<file path="config.mk">
export PLATFORM = sky130hd
export DESIGN_NAME = ep_bank_mgr
export DESIGN_NICKNAME = d
export VERILOG_FILES = /design/src/rtl/ep_bank_pkg.sv /design/src/rtl/ep_cfg_check.sv /design/src/rtl/ep_rel_delay.sv /design/src/rtl/ep_busy_count.sv /design/src/rtl/ep_bank_mgr.sv
export SDC_FILE = /design/constraint.sdc
export NUM_CORES = 1
export LEC_CHECK = 0
export ABC_AREA = 1
export BUFFER_PORTS_ARGS = -buffer_cell sky130_fd_sc_hd__clkbuf_2
export CAP_MARGIN = 10
export CORE_ASPECT_RATIO = 2
export CORE_MARGIN = 4
export CORE_UTILIZATION = 64
export DETAILED_ROUTE_END_ITERATION = 8
export PLACE_DENSITY = 0.93
export SYNTH_ARGS = -nofsm -noshare
export SYNTH_HDL_FRONTEND = slang
export SYNTH_SLANG_ARGS = --single-unit
</file>
<file path="constraint.sdc">
create_clock -name clk -period 7.06 [get_ports clk]
set_input_delay 0.706 -clock clk [delete_from_list [all_inputs] [get_ports clk]]
set_output_delay 0.706 -clock clk [all_outputs]
set_load 0.03 [all_outputs]
</file>
<file path="src/rtl/ep_bank_pkg.sv">
package ep_bank_pkg;

    // Smallest bank size; a size code shifts it left.
    localparam int unsigned BASE_BYTES = 8;

    typedef enum logic {
        DIR_OUT = 1'b0,
        DIR_IN  = 1'b1
    } ep_dir_e;

    // Rotate a bank index, wrapping after bank (n-1).
    function automatic logic [1:0] ring_next(input logic [1:0] p, input logic [1:0] n);
        return (p == (n - 2'd1)) ? 2'd0 : (p + 2'd1);
    endfunction

endpackage

</file>
<file path="src/rtl/ep_cfg_check.sv">
module ep_cfg_check #(
    parameter int MAX_BANKS = 3,
    parameter int MAX_SIZE  = 64,
    parameter int MEM_BYTES = 128,
    localparam int CW = $clog2(MAX_SIZE + 1)
) (
    input  logic [1:0]    banks,
    input  logic [2:0]    size_code,
    output logic          legal,
    output logic [CW-1:0] size_bytes
);
    import ep_bank_pkg::*;

    logic [31:0] size_w;
    logic [31:0] total_w;

    always_comb begin
        size_w  = 32'(BASE_BYTES) << size_code;
        total_w = 32'(banks) * size_w;
        legal   = (banks != 2'd0)
               && (32'(banks) <= 32'(MAX_BANKS))
               && (size_w <= 32'(MAX_SIZE))
               && (total_w <= 32'(MEM_BYTES));
        size_bytes = legal ? CW'(size_w) : '0;
    end

endmodule

</file>
<file path="src/rtl/ep_rel_delay.sv">
module ep_rel_delay #(
    parameter int DEPTH = 2
) (
    input  logic clk,
    input  logic rst_n,
    input  logic clr,
    input  logic take,
    output logic apply,
    output logic pending
);
    logic [DEPTH-1:0] sr_d, sr_q;

    always_comb begin
        sr_d[0] = take;
        for (int i = 1; i < DEPTH; i++) begin
            sr_d[i] = sr_q[i-1];
        end
        if (clr) begin
            sr_d = '0;
        end
    end

    always_ff @(posedge clk) begin
        if (!rst_n) begin
            sr_q <= '0;
        end else begin
            sr_q <= sr_d;
        end
    end

    assign apply   = sr_q[DEPTH-1];
    assign pending = |sr_q;

endmodule

</file>
<file path="src/rtl/ep_busy_count.sv">
module ep_busy_count #(
    parameter int N = 3,
    localparam int BW = $clog2(N + 1)
) (
    input  logic [N-1:0]  busy,
    output logic [BW-1:0] count
);
    logic [BW-1:0] part [N+1];

    assign part[0] = '0;
    for (genvar i = 0; i < N; i++) begin : g_sum
        assign part[i+1] = part[i] + BW'(busy[i]);
    end
    assign count = part[N];

endmodule

</file>
<file path="src/rtl/ep_bank_mgr.sv">
module ep_bank_mgr
    import ep_bank_pkg::*;
#(
    parameter int MAX_BANKS = 3,
    parameter int MAX_SIZE  = 64,
    parameter int MEM_BYTES = 128,
    parameter int REL_DELAY = 2,
    localparam int CW = $clog2(MAX_SIZE + 1),
    localparam int BW = $clog2(MAX_BANKS + 1)
) (
    input  logic          clk,
    input  logic          rst_n,
    input  logic          cfg_alloc,
    input  logic [1:0]    cfg_banks,
    input  logic [2:0]    cfg_size_code,
    input  logic          cfg_dir_in,
    input  logic          cfg_ctrl,
    input  logic          int_en,
    input  logic          usb_done,
    input  logic [CW-1:0] usb_len,
    input  logic          setup_done,
    input  logic          setup_dir_in,
    input  logic          cpu_wr,
    input  logic          cpu_rd,
    input  logic          cpu_release,
    input  logic          stall_req,
    input  logic          err_flag,
    output logic [BW-1:0] busy_cnt,
    output logic [1:0]    cur_bank,
    output logic          rw_allowed,
    output logic [CW-1:0] byte_cnt,
    output logic          cfg_ok,
    output logic          bank_int,
    output logic          ctrl_dir
);

    typedef struct packed {
        logic [MAX_BANKS-1:0]         busy;
        logic [MAX_BANKS-1:0][CW-1:0] cnt;
        logic [1:0]                   cpu_ptr;
        logic [1:0]                   usb_ptr;
        logic [1:0]                   nbanks;
        logic [CW-1:0]                bsize;
        ep_dir_e                      dir;
        logic                         is_ctrl;
        logic                         ok;
        logic                         cdir;
    } st_t;

    st_t st_d, st_q;

    logic          chk_legal;
    logic [CW-1:0] chk_size;
    logic          rel_take;
    logic          rel_apply;
    logic          rel_pending;
    logic          cur_busy;
    logic [CW-1:0] cur_cnt;
    logic          usb_busy;
    logic          access_open;
    logic          blocked;
    logic          rw_int;
    logic [CW-1:0] len_clamped;

    ep_cfg_check #(
        .MAX_BANKS (MAX_BANKS),
        .MAX_SIZE  (MAX_SIZE),
        .MEM_BYTES (MEM_BYTES)
    ) u_cfg (
        .banks      (cfg_banks),
        .size_code  (cfg_size_code),
        .legal      (chk_legal),
        .size_bytes (chk_size)
    );

    ep_rel_delay #(
        .DEPTH (REL_DELAY)
    ) u_rel (
        .clk     (clk),
        .rst_n   (rst_n),
        .clr     (cfg_alloc),
        .take    (rel_take),
        .apply   (rel_apply),
        .pending (rel_pending)
    );

    ep_busy_count #(
        .N (MAX_BANKS)
    ) u_cnt (
        .busy  (st_q.busy),
        .count (busy_cnt)
    );

    // Next-state computation
    always_comb begin
        st_d = st_q;

        cur_busy = 1'b0;
        cur_cnt  = '0;
        usb_busy = 1'b0;
        for (int b = 0; b < MAX_BANKS; b++) begin
            if (2'(b) == st_q.cpu_ptr) begin
                cur_busy = st_q.busy[b];
                cur_cnt  = st_q.cnt[b];
            end
            if (2'(b) == st_q.usb_ptr) begin
                usb_busy = st_q.busy[b];
            end
        end

        if (st_q.dir == DIR_IN) begin
            access_open = !cur_busy && (cur_cnt < st_q.bsize);
        end else begin
            access_open = cur_busy && (cur_cnt != '0);
        end

        blocked = stall_req || err_flag || st_q.is_ctrl || rel_pending || !st_q.ok;
        rw_int  = !blocked && access_open;

        rel_take = cpu_release && st_q.ok && !rel_pending
                && ((st_q.dir == DIR_IN) ? !cur_busy : cur_busy);

        len_clamped = (usb_len > st_q.bsize) ? st_q.bsize : usb_len;

        if (cfg_alloc) begin
            st_d.busy    = '0;
            st_d.cnt     = '0;
            st_d.cpu_ptr = 2'd0;
            st_d.usb_ptr = 2'd0;
            st_d.nbanks  = cfg_banks;
            st_d.bsize   = chk_size;
            st_d.dir     = ep_dir_e'(cfg_dir_in);
            st_d.is_ctrl = cfg_ctrl;
            st_d.ok      = chk_legal;
        end else begin
            // USB side
            if (st_q.ok && usb_done) begin
                if (st_q.dir == DIR_IN) begin
                    if (usb_busy) begin
                        for (int b = 0; b < MAX_BANKS; b++) begin
                            if (2'(b) == st_q.usb_ptr) begin
                                st_d.busy[b] = 1'b0;
                                st_d.cnt[b]  = '0;
                            end
                        end
                        st_d.usb_ptr = ring_next(st_q.usb_ptr, st_q.nbanks);
                    end
                end else begin
                    if (!usb_busy) begin
                        for (int b = 0; b < MAX_BANKS; b++) begin
                            if (2'(b) == st_q.usb_ptr) begin
                                st_d.busy[b] = 1'b1;
                                st_d.cnt[b]  = len_clamped;
                            end
                        end
                        st_d.usb_ptr = ring_next(st_q.usb_ptr, st_q.nbanks);
                    end
                end
            end

            // Processor byte access
            for (int b = 0; b < MAX_BANKS; b++) begin
                if (2'(b) == st_q.cpu_ptr) begin
                    if (rw_int && cpu_wr && (st_q.dir == DIR_IN)) begin
                        st_d.cnt[b] = cur_cnt + CW'(1);
                    end
                    if (rw_int && cpu_rd && (st_q.dir == DIR_OUT)) begin
                        st_d.cnt[b] = cur_cnt - CW'(1);
                    end
                end
            end

            // Delayed bank hand-over
            if (rel_apply) begin
                for (int b = 0; b < MAX_BANKS; b++) begin
                    if (2'(b) == st_q.cpu_ptr) begin
                        if (st_q.dir == DIR_IN) begin
                            st_d.busy[b] = 1'b1;
                        end else begin
                            st_d.busy[b] = 1'b0;
                            st_d.cnt[b]  = '0;
                        end
                    end
                end
                st_d.cpu_ptr = ring_next(st_q.cpu_ptr, st_q.nbanks);
            end
        end

        if (setup_done) begin
            st_d.cdir = setup_dir_in;
        end
    end

    always_ff @(posedge clk) begin
        if (!rst_n) begin
            st_q <= '0;
        end else begin
            st_q <= st_d;
        end
    end

    assign cur_bank   = st_q.cpu_ptr;
    assign byte_cnt   = cur_cnt;
    assign rw_allowed = rw_int;
    assign cfg_ok     = st_q.ok;
    assign ctrl_dir   = st_q.cdir;
    assign bank_int   = st_q.ok && int_en
                     && ((st_q.dir == DIR_IN) ? (busy_cnt == '0)
                                              : (32'(busy_cnt) == 32'(st_q.nbanks)));

endmodule

</file>
Word-level counts from Yosys, hierarchy flattened. Cells that the tools add are included. W data, S select, Z words.

Shift-type cells: 1. Reductions and logical operators: 31. Order comparisons: 4. Multiplexer cells: 55. Multiply operators: 1. Add/subtract/negate cells: 7. Bitwise gates (word level): 2. Equal/unequal tests: 9.

Operators by type and width (number): $mux W7 (26); $mux W24 (4); $le A32 B7 Y1 const B (1); $le A32 B8 Y1 const B (1); $mul A2 B32 Y32 (1); $shl A4 B3 Y32 const A (1); $mux W26 (1); $mux W1 (19); $logic_and A1 B1 Y1 (15); $mux W2 (5); $add A7 B1 Y7 const B (1); $gt A7 B7 Y1 (1); $lt A7 B7 Y1 (1); $reduce_bool A7 Y1 (1); $sub A7 B1 Y7 const B (1); $eq A2 B2 Y1 (3); $logic_not A2 Y1 (3); $add A2 B1 Y2 const B (2); $eq A1 B2 Y1 const A (2); $eq A2 B2 Y1 const A (2); $logic_not A1 Y1 (4); $logic_or A1 B1 Y1 (4); $reduce_or A2 Y1 (2); $reduce_and A3 Y1 (1); other kinds (7) (8).

Bits in registers: 43. Output and inout port bits: 15. Word-level logic and storage cells: 123. Bits of input ports: 26.

Depth between registers and ports, before layout.
Word-level depth: 16. Gate-level depth with buffers: 21. Mapped depth without buffers: 20.

By module. A second synthesis with hierarchy kept.

Cells, all modules: 801. Area, all modules: 4650.7 µm².

By module, submodules not included: ep_bank_mgr (area an instance 4015.1 µm², seq. area each 820.8 µm², instances 1, cells an instance 681); ep_cfg_check (area an instance 546.8 µm², seq. area each 0.0 µm², instances 1, cells an instance 110); ep_rel_delay (area an instance 68.8 µm², seq. area each 40.0 µm², instances 1, cells an instance 9); ep_busy_count (area an instance 20.0 µm², seq. area each 0.0 µm², instances 1, cells an instance 1).

Worst setup path before layout. No wires, ideal clock.

Kind: flip-flop to output port. Start: register st_q (netlist bit cur_bank[1]). End: output port rw_allowed. Buffers on the path: 0. Stages on the path, launching flop included: 16. Required time: 6.354 ns. Path slack: 4.047 ns. Data arrival time: 2.307 ns. Cell sequence: dfxtp_1 > inv_1 > ha_1 > inv_2 > nand3_1 > a21oi_4 > ha_1 > nor2_1 > nand2_1 > nand3_1 > nand3_1 > nand2_1 > nand2_1 > nand2_4 > nand2_1 > inv_2.

Cells in the longest elaborated chain, start to end: 8. Elaborated cells on any way between the ends: 16. Classes of those cells: 1 x order compare; 2 x eq/ne; 7 x mux; 6 x reduce/logical.

Ends and longest elaborated chain: start: declaration (RTL line ep_bank_mgr.sv:50) `st_t st_d, st_q;`; start signal: assignment (RTL line ep_bank_mgr.sv:198) `st_q <= st_d;`; $logic_not A2 Y1 (RTL line ep_bank_mgr.sv:102) `if (2'(b) == st_q.cpu_ptr) begin`; $mux W7 (2 in a row) (RTL line ep_bank_mgr.sv:102); $mux W7 (*) (RTL line ep_bank_mgr.sv:102); named net byte_cnt[3] (RTL line ep_bank_mgr.sv:31) `output logic [CW-1:0] byte_cnt,`; $lt A7 B7 Y1 or $reduce_bool A7 Y1 (tied branches) (RTL line ep_bank_mgr.sv:112, ep_bank_mgr.sv:114); $logic_and A1 B1 Y1, on equally long branches (RTL line ep_bank_mgr.sv:112, ep_bank_mgr.sv:114); $mux W1 (*) (RTL line ep_bank_mgr.sv:111) `if (st_q.dir == DIR_IN) begin`; $logic_and A1 B1 Y1 (*) (RTL line ep_bank_mgr.sv:118) `rw_int = !blocked && access_open;`; end: declaration (RTL line ep_bank_mgr.sv:30) `output logic rw_allowed,`.

Mark *: on every way through the listed nets, which the timed path passes. The rest lies on a longest branch.

Worst setup path in the final report.
Start: register st_q (netlist bit cur_bank[0]). End: output port rw_allowed.

Cells in the longest elaborated chain, start to end: 8. Elaborated cells on any way between the ends: 16. Classes of those cells: 1 x order compare; 2 x eq/ne; 7 x mux; 6 x reduce/logical.

Ends and longest elaborated chain: $logic_not A2 Y1 (RTL line ep_bank_mgr.sv:102); $mux W7 or $mux W1 (tied branches) (3 in a row) (RTL line ep_bank_mgr.sv:102); $lt A7 B7 Y1 (tied with other cells) (RTL line ep_bank_mgr.sv:112) `access_open = !cur_busy && (cur_cnt < st_q.bsize);`; $logic_and A1 B1 Y1, on equally long branches (RTL line ep_bank_mgr.sv:112, ep_bank_mgr.sv:114); $mux W1 (*) (RTL line ep_bank_mgr.sv:111); $logic_and A1 B1 Y1 (*) (RTL line ep_bank_mgr.sv:118).

Every way passes the cells marked *; elsewhere a longest branch is shown, timed or not.

==> summary.txt <==
Synth
  – Sequential-to-total area share from yosys stat: 0.231
  – Dominant cell type by area after synthesis: dfxtp_1
  – Avg Inst Size Synth: 6.56 µm²
  – Syn Inst Count: 528
  – Asr flop ratio synth: 0
  – Yosys top cell area share: 0.231
  – Top cells by area, synth: dfxtp_1 (23%), nand2_1 (13%), ha_1 (7.6%)
  – Unique cell type count in the Yosys netlist: 48
  – EDFF count, synth: 0
  – Predominant post-synthesis flop cell: dfxtp_1
  – Synthesized flop and latch total: 40
  – Synthesized area: 3460 µm²
  – Mapped Nets: 577
  – Yosys warns: 0

Timing
  – Maximum clock frequency: 258 MHz
  – Worst Max-Slew Pin Slew: 873 ps
  – Setup TNS: 0 ps
  – Final setup violation count: 0
  – Fin crit period: 3880 ps
  – Final hold vios: 0
  – Worst-case clock skew: 11.5 ps
  – Fin. max-slew vios: 0
  – Worst rel slew slack: 0.414
  – RSZ-0062 raised after global routing: false
  – Final period util: 0.550

Worst setup path
  – Worst reg2reg setup slack: 3710 ps
  – CP Class: flip-flop to output port
  – Worst R2R End: st_q[36]
  – CP max FO: 16
  – R2R Path Start: cur_bank[0]
  – Startpoint Class: flip-flop
  – Critical path endpoint category: output port
  – Reg2Reg Depth: 18
  – CP required: 6350 ps
  – CP Capture Point: rw_allowed
  – Worst Path Arrival: 3180 ps
  – Crit path launch: cur_bank[0]

Floorplan
  – Core ar.: 5180 µm²
  – I/O pins: 41
  – Die Y: 112 µm
  – Initial Util: 0.668
  – Die W: 60.0 µm
  – Total Die Area: 6730 µm²
  – Row count: 37

CTS
  – Cts hold-fix bufs: 0
  – Clock slew at reported path FFs: 80 ps
  – Clock root cell: clkbuf_8
  – # clock sinks: 40
  – Post-CTS setup buffer count: 0
  – CTS tree: built
  – Clk_lat worst skew: 300 ps
  – Clock buffer depth: 2
  – Resized cells post-CTS: 0
  – Inserted Clock Buffers: 5
  – H-tree levels: 2

Pwr
  – Clock share of power: 0.345
  – Power Density: 121 nW/µm²
  – Sequential share of power: 0.515
  – Logic pwr share: 0.141
  – Int Power: 0.317 mW
  – Switching Fraction: 0.297
  – Worst vdd ir: 137 µV
  – LEAKAGE: 1.71 nW
  – Switching Power: 0.134 mW

Routing
  – Via count: 3792
  – Detailed Route Iter0 Violations: 249
  – DRC viols: 0
  – DRT Pass-1 Iters: 6
  – Post-DRT Antenna Nets: 0
  – WL/cell: 17.4 µm
  – Via/cell ratio: 6.11
  – Total Wirelength: 10800 µm

Layout
  – Most frequent cells in the layout: nand2_1 (124), inv_1 (59), nor2_1 (48)
  – Leading cell type in the layout, fill and taps excluded: nand2_1
  – Share of layout cells above drive strength 1: 0.163
  – Layout area overhead: 7.95%
  – Ant diodes: 0
  – Cell area after layout: 3740 µm²
  – Layout Cells excl Fill: 621
  – Layout Nets: 611
  – Final Util: 0.721

Global routing
  – Grt total ovfl: 0
  – Met1 GRT Util: 0.359
  – GRT Total Usage: 0.344
  – Largest net degree at the start of global routing: 28
  – Met3 Track Usage GR: 0.0575
  – Initial antenna violation count: 0
  – First-pass GRT wire length: 17800 µm
  – Grt met2 use: 0.603
  – Vias in the first global route: 3798
  – Most Crowded Layer GR: met2

Outcome
  – Status: finished clean

Flow run
  – Max-cap violations: 0

Min path
  – Worst Hold Class: flip-flop to flip-flop

Placement
  – Final Wtd Congestion: 0.997
  – PortBufs: 40
  – Cell count after placement: 613
  – Final HPWL DP: 8690 µm
  – Dpl cell area: 3650 µm²
-- worst min-delay path by stage --
stage | slack, ps | startpoint | cells after the start | endpoint
floorplan | 460 | st_q[2] | 2 | st_q[2]
global placement | 470 | u_rel.sr_q[0] | 2 | u_rel.sr_q[1]
detailed placement | 500 | st_q[2] | 2 | st_q[2]
CTS | 510 | u_rel.sr_q[0] | 2 | u_rel.sr_q[1]
global route | 560 | u_rel.sr_q[0] | 2 | u_rel.sr_q[1]
finish | 510 | u_rel.sr_q[0] | 2 | u_rel.sr_q[1]
-- cell families after synthesis --
family / after synthesis / share of synthesized area
adder cells (fa/ha/maj): 23 / 0.0874
XOR/XNOR: 12 / 0.0303
buffers and inverters: 78 / 0.0950
flip-flops: 40 / 0.231
AND/OR/NAND/NOR: 262 / 0.355
AO/OA/AOI/OAI: 113 / 0.201
-- cells in the mapped netlist (2+ instances only) --
master / count
nand3b_1: 2
nor3_1: 7
buf_6: 3
ha_1: 21
o41ai_1: 2
dfxtp_1: 40
clkbuf_1: 5
buf_2: 2
o221ai_1: 2
clkinv_1: 2
nand3_1: 43
a21oi_1: 38
nor2_2: 2
a21oi_2: 4
o211ai_1: 2
o22ai_1: 8
nand2_2: 12
nand2_1: 124
xor2_1: 11
nand3_4: 4
a31oi_1: 3
or2_2: 3
a211oi_2: 2
buf_4: 3
o21ai_1: 2
o21ai_0: 36
nand2_4: 3
inv_1: 59
fa_1: 2
nand4_1: 6
nor2_1: 48
a211oi_1: 2
o21ai_2: 4
nor4_1: 2
or2_1: 2
inv_2: 4
a21oi_4: 2
-- flip-flops by register name (all words and copies together), names as in the netlist --
register	cells
ctrl_dir	1
u_rel.sr_q	2
st_q	34
cfg_ok	1
cur_bank	2
-- power by group through the flow --
| stage | Clock (mW) | Sequential [mW] | Combinational (mW) |
|---|---|---|---|
| final | 0.156 | 0.232 | 0.0634 |
| after global placement | 0 | 0.237 | 0.0602 |
| after floorplan | 0 | 0.236 | 0.0408 |
| after CTS | 0.156 | 0.232 | 0.0627 |
| after global routing | 0.170 | 0.232 | 0.0712 |
| after detailed placement | 0 | 0.237 | 0.0624 |
-- metrics by stage --
stage	worst slack (ps)	hold slack (ps)	total power [mW]
after CTS	3220	512	0.450
after global routing	2970	563	0.474
after global placement	3660	473	0.297
after floorplan	4050	463	0.277
final	3180	509	0.451
after detailed placement	3560	496	0.300
-- layout make-up --
type / instances / area [µm²]
Clock buffer: 5 / 68.8
Clock inverter: 3 / 18.8
Fill cell: 441 / 1450
Inverter: 65 / 244
Multi-Input combinational cell: 410 / 2330
Sequential cell: 40 / 801
Tap cell: 58 / 72.6
Timing Repair Buffer: 40 / 200
-- critical path: stages, from the launching register on --
cell	delay, ps
dfxtp_1	350
inv_1	120
ha_1	640
inv_2	220
nor2_1	230
a21oi_4	70
ha_1	300
nor2_1	100
nand2_1	50
nand3_1	70
nand3_1	80
nand2_1	60
nand2_1	80
nand2_4	110
nand2_1	70
inv_2	100
clkbuf_2	210
-- layer usage --
metal	part of all wire	wire length, µm
met5	0	0
met4	0.072	780
met3	0.065	701
met2	0.52	5630
met1	0.34	3690
Power figures use the tool's default switching activity.
